--- config.mk ---
export PLATFORM = sky130hd
export DESIGN_NAME = uart_irq_ident
export DESIGN_NICKNAME = d
export VERILOG_FILES = /design/src/rtl/uart_irq_pkg.sv /design/src/rtl/uart_irq_latch.sv /design/src/rtl/uart_irq_thre_arm.sv /design/src/rtl/uart_irq_prio.sv /design/src/rtl/uart_irq_ident.sv
export SDC_FILE = /design/constraint.sdc
export NUM_CORES = 1
export LEC_CHECK = 0
export BUFFER_PORTS_ARGS = -buffer_cell sky130_fd_sc_hd__buf_2
export CAP_MARGIN = 20
export CORE_AREA = 2 2 39 41
export CTS_BUF_LIST = sky130_fd_sc_hd__clkbuf_8
export DETAILED_ROUTE_END_ITERATION = 16
export DIE_AREA = 0 0 41 43
export PLACE_DENSITY = 0.5
export SLEW_MARGIN = 20
export SYNTH_ARGS = -nofsm -noshare
export SYNTH_HDL_FRONTEND = slang
export SYNTH_SLANG_ARGS = --single-unit
--- constraint.sdc ---
create_clock -name clk -period 2.01 [get_ports clk]
set_clock_uncertainty 0.2 [all_clocks]
set_input_delay 0.1005 -clock clk [delete_from_list [all_inputs] [get_ports clk]]
set_output_delay 0.1005 -clock clk [all_outputs]
set_load 0.005 [all_outputs]
--- src/rtl/uart_irq_pkg.sv ---
// Package: shared constants and helpers for the UART interrupt identifier.
// Assumes cause index 0 is the most urgent and index NSRC-1 the least.
package uart_irq_pkg;

    localparam int NSRC  = 4;
    localparam int IDX_W = $clog2(NSRC);

    // Cause indices in priority order
    localparam int SRC_LINE = 0;
    localparam int SRC_RXD  = 1;
    localparam int SRC_THRE = 2;
    localparam int SRC_MDM  = 3;

    // Three low identification bits, bit 0 = 0 means pending
    localparam logic [2:0] ID_NONE = 3'b001;
    localparam logic [2:0] ID_LINE = 3'b110;
    localparam logic [2:0] ID_RXD  = 3'b100;
    localparam logic [2:0] ID_THRE = 3'b010;
    localparam logic [2:0] ID_MDM  = 3'b000;

    // Maps a cause index to its identification code
    function automatic logic [2:0] id_code(input logic [IDX_W-1:0] idx);
        case (idx)
            IDX_W'(SRC_LINE): id_code = ID_LINE;
            IDX_W'(SRC_RXD):  id_code = ID_RXD;
            IDX_W'(SRC_THRE): id_code = ID_THRE;
            default:          id_code = ID_MDM;
        endcase
    endfunction

endpackage

--- src/rtl/uart_irq_latch.sv ---
// Module: bank of pending flags, one per interrupt cause.
// Assumes set and clear are single-cycle strobes. Set wins over clear so an
// event arriving during its own service access is not lost.
module uart_irq_latch #(
    parameter int N = 4
) (
    input  logic         clk,
    input  logic         rst_n,
    input  logic [N-1:0] set,
    input  logic [N-1:0] clr,
    output logic [N-1:0] pend
);

    for (genvar g = 0; g < N; g++) begin : g_flag
        // Holds one cause pending from its event until its service strobe
        always_ff @(posedge clk) begin
            if (!rst_n)      pend[g] <= 1'b0;
            else if (set[g]) pend[g] <= 1'b1;
            else if (clr[g]) pend[g] <= 1'b0;
        end
    end

endmodule

--- src/rtl/uart_irq_thre_arm.sv ---
// Module: produces the arming pulse for the transmit-empty cause.
// Assumes thr_empty is a level that is high while the holding register is
// empty. Arms on a rising empty level, or on a rising enable while empty.
module uart_irq_thre_arm (
    input  logic clk,
    input  logic rst_n,
    input  logic thr_empty,
    input  logic thre_en,
    output logic arm
);

    logic empty_q;
    logic en_q;

    // Remembers last cycle's empty level and enable for edge detection
    always_ff @(posedge clk) begin
        if (!rst_n) begin
            empty_q <= 1'b1;
            en_q    <= 1'b0;
        end else begin
            empty_q <= thr_empty;
            en_q    <= thre_en;
        end
    end

    // Arms when empty appears or the cause is switched on while empty
    always_comb begin
        arm = thr_empty & (~empty_q | (thre_en & ~en_q));
    end

endmodule

--- src/rtl/uart_irq_prio.sv ---
// Module: fixed-priority encoder turning enabled pending flags into the
// identification value and the interrupt request.
// Assumes index 0 is the most urgent cause.
module uart_irq_prio
    import uart_irq_pkg::*;
#(
    parameter int N     = NSRC,
    parameter int IIR_W = 8
) (
    input  logic [N-1:0]     pend,
    input  logic [N-1:0]     en,
    output logic [IIR_W-1:0] iir,
    output logic             irq,
    output logic             thre_shown
);

    localparam int SEL_W = (N > 1) ? $clog2(N) : 1;

    logic [N-1:0]     live;
    logic [SEL_W-1:0] sel;
    logic             hit;
    logic [2:0]       code;

    // Masks pending flags with their enables
    always_comb begin
        live = pend & en;
    end

    // Scans from least to most urgent so the most urgent cause wins
    always_comb begin
        sel = '0;
        hit = 1'b0;
        for (int i = N - 1; i >= 0; i--) begin
            if (live[i]) begin
                sel = SEL_W'(i);
                hit = 1'b1;
            end
        end
    end

    // Builds the identification value and request from the winner
    always_comb begin
        code       = hit ? id_code(IDX_W'(sel)) : ID_NONE;
        iir        = {{(IIR_W-3){1'b0}}, code};
        irq        = hit;
        thre_shown = hit && (sel == SEL_W'(SRC_THRE));
    end

endmodule

--- src/rtl/uart_irq_ident.sv ---
// Module: top of the UART interrupt identifier. It routes event pulses and
// service strobes to the pending flags, arms the transmit-empty cause, and
// reports the highest enabled pending cause.
// Assumes all inputs are synchronous to clk and strobes last one cycle.
module uart_irq_ident
    import uart_irq_pkg::*;
#(
    parameter int IIR_W = 8
) (
    input  logic             clk,
    input  logic             rst_n,
    input  logic [3:0]       ien,
    input  logic             ls_evt,
    input  logic             rx_evt,
    input  logic             thr_empty,
    input  logic             ms_evt,
    input  logic             rd_lsr,
    input  logic             rd_rbr,
    input  logic             rd_iir,
    input  logic             rd_msr,
    input  logic             wr_thr,
    output logic             irq,
    output logic [IIR_W-1:0] iir
);

    logic [NSRC-1:0] en_src;
    logic [NSRC-1:0] set_src;
    logic [NSRC-1:0] clr_src;
    logic [NSRC-1:0] pend_q;
    logic            thre_arm;
    logic            thre_shown;

    // Reorders enable bits from register layout into priority order
    always_comb begin
        en_src[SRC_LINE] = ien[2];
        en_src[SRC_RXD]  = ien[0];
        en_src[SRC_THRE] = ien[1];
        en_src[SRC_MDM]  = ien[3];
    end

    // Collects the set events of each cause
    always_comb begin
        set_src[SRC_LINE] = ls_evt;
        set_src[SRC_RXD]  = rx_evt;
        set_src[SRC_THRE] = thre_arm;
        set_src[SRC_MDM]  = ms_evt;
    end

    // Collects the service strobes of each cause
    always_comb begin
        clr_src[SRC_LINE] = rd_lsr;
        clr_src[SRC_RXD]  = rd_rbr;
        clr_src[SRC_THRE] = wr_thr | (rd_iir & thre_shown);
        clr_src[SRC_MDM]  = rd_msr;
    end

    uart_irq_thre_arm i_arm (
        .clk       (clk),
        .rst_n     (rst_n),
        .thr_empty (thr_empty),
        .thre_en   (ien[1]),
        .arm       (thre_arm)
    );

    uart_irq_latch #(.N(NSRC)) i_latch (
        .clk   (clk),
        .rst_n (rst_n),
        .set   (set_src),
        .clr   (clr_src),
        .pend  (pend_q)
    );

    uart_irq_prio #(.N(NSRC), .IIR_W(IIR_W)) i_prio (
        .pend       (pend_q),
        .en         (en_src),
        .iir        (iir),
        .irq        (irq),
        .thre_shown (thre_shown)
    );

endmodule

==> results of run 1 <==
flip-flops by register name, indices dropped and copies added, names as in the netlist:
name and count:
i_arm.en_q 1, i_arm.empty_q 1, i_latch.pend 4
power groups by stage:
stage / registers [mW] / logic, mW / clock network [mW]
finish: 0.131 / 0.0631 / 0.178
global route: 0.132 / 0.0719 / 0.194
CTS: 0.131 / 0.0633 / 0.185
detailed placement: 0.133 / 0.0458 / 0
global placement: 0.133 / 0.0457 / 0
floorplan: 0.132 / 0.0278 / 0
placed cells by master (no fill, tap or decap), drive strengths merged:
master / n
a21boi: 1
a32o: 1
inv: 3
a22o: 1
dlygate4sd3: 11
o2111ai: 1
dfxtp: 6
nand2: 3
a221o: 1
clkbuf: 3
o21a: 3
o21ai: 1
nand2b: 1
buf: 18
nor2b: 3
and2: 1
conb: 5
cells by family after synthesis:
kind of cell / count (synthesis) / share of synthesized area (%)
compound gates: 9 / 25.2
flops: 6 / 41.7
buf+inv: 8 / 17.0
simple gates: 8 / 14.8
other cells: 1 / 1.30
per-layer routing:
layer  up-vias  global-route usage (%)  part of all wire (%)
li1        162                       -                     -
met1       145                    8.71                    37
met2        13                    16.3                    51
met3         0                    4.71                    11
met4         0                    8.00                     0
met5         -                       0                     0
per-stage QoR:
step	instance area [um2]	total power, mW	utilization, %	setup WS [ns]	hold slack, ns
3_3_place_gp	375	0.178	27.1	0.762	0.103
4_1_cts	527	0.379	38.1	0.286	0.00201
6_report	527	0.373	38.1	0.296	0.00237
3_5_place_dp	375	0.179	27.1	0.756	0.109
2_1_floorplan	303	0.160	-	0.819	-0.0265
5_1_grt	527	0.398	38.1	0.171	0.0191
repair_timing:
item	CTS	global route
setup endpoints to repair	0	0
endpoints found under the hold margin	6	0
resized for setup	0	0
hold buffers	11	0
final timing paths:
path / slack, ns / endpoint / from / depth (start not counted)
worst max-delay path: 0.30 / i_latch.pend[2] / ien[1] / 6
worst min-delay path: 0.002 / i_arm.en_q / rst_n / 2
worst max register to register: 0.31 / i_latch.pend[2] / i_latch.pend[0] / 4
worst min register to register: 0.87 / i_latch.pend[2] / i_latch.pend[2] / 3
synth_stat cells:
master / instances
dfxtp_1: 6
buf_4: 5
inv_1: 3
nand2_1: 3
nor2b_1: 3
o21a_1: 3
a21boi_0: 1
a221o_1: 1
a22o_1: 1
a32o_1: 1
and2_1: 1
conb_1: 1
nand2b_1: 1
o2111ai_1: 1
o21ai_1: 1
final cells by class:
class | count | area (um2)
timing repair buffer | 29 | 200
clock buffer | 3 | 41.3
inverter | 3 | 11.3
fill | 158 | 857
multi-input combinational | 22 | 134
tap | 16 | 20.0
sequential | 6 | 120
==> results.tsv, run 1 <==
metric	value	unit
Clock Latency Late Sink	0.22	ns
CP Cell Sequence	dlygate4sd3_1 -> buf_2 -> nand2_1 -> o2111ai_1 -> o21ai_1 -> dlygate4sd3_1	
Final Wtd Congestion	0.554	
Comb pwr share	16.9	%
share of cells above drive strength 1	33.3	%
Largest stage delay, worst path	0.55	ns
minimum clock period	1.71	ns
Slowest-stage cell, CP	dlygate4sd3_1	
via count	320	
Nets	80	
crit end category	register	
sequential share of the synthesized area	41.7	%
Initial Utilization	20.8	%
Residual DRC	0	
outcome	complete, no violations	
post-synth top area share	41.7	%
Hold Vio Cnt, Final	0	
Crit Path Max Fanout	5	
first-pass GRT wire length	1110	um
drt initial violations	2	
Sw Ratio	20.3	%
number of global-route vias before repair	311	
Die Height	43	um
vias per cell	4.05	
Top delay family on crit path	buffers and inverters	
Final Cycle Share	85.3	%
Int Pwr	0.297	mW
pwr/cell area	707	nW/um2
max_cap viols	0	
Hold Crit Class	in -> reg	
Syn-to-layout area delta	83.0	%
max-slew violation count	0	
Post-Route Setup TNS	0	ns
Mapped Area	288	um2
routed len/inst	8.53	um
CTS sink count	6	
Buf+Inv Stages, Crit Path	3	
CTS clock-pin slew for the worst setup and hold paths	0.04	ns
Seq pwr share	35.1	%
Psw	0.0757	mW
Total GRT Usage	10.1	%
VDD IR max	0.239	mV
Root Buffer	clkbuf_8	
Post-Syn Instances	32	
post-synth top area cell	dfxtp_1	
DP HPWL	479	um
critical path start-end classification	in -> reg	
Row Count	14	
final antenna-violating net count	0	
Worst path most repeated cell	dlygate4sd3_1	
GRT Residual Overflow	0	
die width	41	um
Critical Path AT	1.62	ns
initial antenna violation count	0	
Syn Area/Cell	8.99	um2
Yosys warnings	0	
Pre-Repair DR Iteration Count	2	
clock buffer count from CTS	3	
Post-Route WL	674	um
Buffers on Ports	18	
clock tree buffer depth	2	
CTS tree	yes	
final setup vio count	0	
n_diodes	0	
f_max	0.583	GHz
fin cells	79	
pin count of the biggest net entering global routing	8	
Cell variety after synth	15	
Die ar.	1760	um2
CP required	1.92	ns
IO Count	24	
synth top area cells	dfxtp_1 42%, buf_4 13%, o21a_1 7.8%	
H-tree levels	1	
Post-CTS Setup Inserts	0	
CORE AREA	1380	um2
FF+latch count, synth	6	
reported leakage power	0.262	nW
placed cell count	65	
clock share of power	47.9	%
Critical Path Start Type	input port	
RSZ-0062 raised after global routing	false	
Note: power is estimated with default switching activity, not from simulation.
==> run 2, diff against run 1 <==
Settings changed: PLACE_DENSITY 0.5 to 0.46.
==> run 2 against run 1 <==
Count of clock-buffer cells in the layout did not move. Via count down 5.6%. Sequential share of layout area up 0.44 points. First-iteration DRC count is the same. Fmax is 8.5% higher. Critical path depth decreased by 2. Non-clock buffer count decreased by 1. Sequential power about the same. Design area shrank 1.9%. Flip-flop and latch count did not move. Register-to-register slack gained 0.25 ns. Combinational power is 2% lower. Critical endpoint is now i_latch.pend[1]. Highest routed layer unchanged.
==> results.tsv, run 2 (synthesis gave the netlist of run 1 again) <==
metric	value	unit	change
outcome	complete, no violations		unchanged
first-pass GRT wire length	1050	um	was 1110 um
reported leakage power	0.256	nW	was 0.262 nW
initial antenna violation count	0		unchanged
Comb pwr share	16.8	%	was 16.9%
Final Instance Area	517	um2	was 527 um2
CORE AREA	1380	um2	unchanged
critical path start-end classification	in -> reg		unchanged
Final Wtd Congestion	0.580		was 0.554
Total GRT Usage	9.25	%	was 10.1%
Residual DRC	0		unchanged
Die ar.	1760	um2	unchanged
CTS clock-pin slew for the worst setup and hold paths	0.04	ns	about the same
IO Count	24		unchanged
Critical Path Start Type	input port		unchanged
fin cells	78		was 79
Final Cycle Share	78.6	%	was 85.3%
die width	41	um	unchanged
placed inst area	375	um2	unchanged
Critical Path AT	1.48	ns	was 1.62 ns
max_cap viols	0		unchanged
Sw Ratio	20.0	%	was 20.3%
minimum clock period	1.58	ns	was 1.71 ns
final setup vio count	0		unchanged
Pre-Repair DR Iteration Count	3		was 2
VDD IR max	0.326	mV	was 0.239 mV
Initial Utilization	20.8	%	unchanged
Row Count	14		unchanged
Seq pwr share	35.4	%	was 35.1%
Hold Vio Cnt, Final	0		unchanged
clock buffer count from CTS	3		unchanged
f_max	0.633	GHz	was 0.583 GHz
Clock Latency Late Sink	0.22	ns	about the same
share of cells above drive strength 1	33.9	%	was 33.3%
CTS sink count	6		unchanged
number of global-route vias before repair	280		was 311
Post-Route WL	684	um	was 674 um
final hold slack	0.000152	ns	was 0.00237 ns
DP HPWL	481	um	was 479 um
Hold Crit Class	in -> reg		unchanged
largest registers	i_latch.pend: 4 flops, i_arm.empty_q: 1 flops, i_arm.en_q: 1 flops		unchanged
Root Buffer	clkbuf_8		unchanged
max FFs per register	4		unchanged
placed cell count	65		unchanged
Buffers on Ports	18		unchanged
RSZ-0062 raised after global routing	false		unchanged
Nets	79		was 80
most frequent cells in the layout	18 x buf_2, 10 x dlygate4sd3_1, 6 x dfxtp_1		was 18 x buf_2, 11 x dlygate4sd3_1, 6 x dfxtp_1
via count	302		was 320
GRT Residual Overflow	0		unchanged
crit end category	register		unchanged
Int Pwr	0.295	mW	was 0.297 mW
CTS resizes	0		unchanged
drt initial violations	2		unchanged
pin count of the biggest net entering global routing	8		unchanged
largest register by flop count	i_latch.pend		unchanged
Die Height	43	um	unchanged
clock tree buffer depth	2		unchanged
H-tree levels	1		unchanged
commonest non-fill, non-tap cell in the layout	buf_2		unchanged
final antenna-violating net count	0		unchanged
CTS tree	yes		unchanged
Crit Path Max Fanout	1		was 5
Psw	0.0736	mW	was 0.0757 mW
pwr/cell area	714	nW/um2	was 707 nW/um2
clock share of power	47.8	%	was 47.9%
routed len/inst	8.77	um	was 8.53 um
max-slew violation count	0		unchanged
Post-Route Setup TNS	0	ns	unchanged
n_diodes	0		unchanged
Syn-to-layout area delta	79.6	%	was 83.0%
vias per cell	3.87		was 4.05
CP required	1.91	ns	was 1.92 ns
==> run 2: layer usage <==
| metal | up-vias | wire length, um | share of wire, % | global-route usage (%) |
|---|---|---|---|---|
| met3 | 0 | 51 | 7.5 | 3.14 |
| met2 | 13 | 346 | 51 | 14.1 |
| met5 | - | 0 | 0 | 0 |
| li1 | 158 | - | - | - |
| met1 | 131 | 286 | 42 | 9.35 |
| met4 | 0 | 0 | 0 | 8.00 |
==> run 2: cell type report <==
| class | count | area, um2 |
|---|---|---|
| clock buffer | 3 | 41.3 |
| fill | 147 | 867 |
| inverter | 3 | 11.3 |
| multi-input combinational | 22 | 134 |
| sequential | 6 | 120 |
| tap | 16 | 20.0 |
| timing repair buffer | 28 | 190 |
==> run 2: worst max-delay path, stage by stage <==
cell,delay [ns]
dlygate4sd3_1,0.54
buf_2,0.12
o21a_1,0.17
dlygate4sd3_1,0.55
==> run 2: path summary, 6_finish.rpt <==
kind              startpoint              end  slack (ns)  cells past startpoint
min                    rst_n  i_latch.pend[2]      0.0002                      3
max reg2reg  i_latch.pend[1]  i_latch.pend[1]        0.56                      3
min reg2reg  i_latch.pend[2]  i_latch.pend[2]        0.31                      2
max                   rx_evt  i_latch.pend[1]        0.43                      4
==> run 2: stage by stage <==
stage | util [%] | total power [mW] | setup WS (ns)
floorplan | - | 0.160 | 0.819
finish | 37.3 | 0.369 | 0.430
global route | 37.3 | 0.391 | 0.416
detailed placement | 27.1 | 0.179 | 0.744
global placement | 27.1 | 0.179 | 0.761
CTS | 37.3 | 0.373 | 0.462
==> run 2: what timing repair did <==
item | in CTS | in global routing
setup endpoints to repair | 0 | 0
hold buffers | 10 | 0
hold endpoints to repair | 6 | 0
setup buffers | 0 | 0
==> run 2: power by group through the flow <==
| stage | sequential (mW) | combinational (mW) | clock [mW] |
|---|---|---|---|
| after floorplan | 0.132 | 0.0278 | 0 |
| after global placement | 0.133 | 0.0461 | 0 |
| after detailed placement | 0.133 | 0.0464 | 0 |
| after CTS | 0.131 | 0.0619 | 0.181 |
| after global routing | 0.132 | 0.0699 | 0.189 |
| final | 0.131 | 0.0619 | 0.176 |
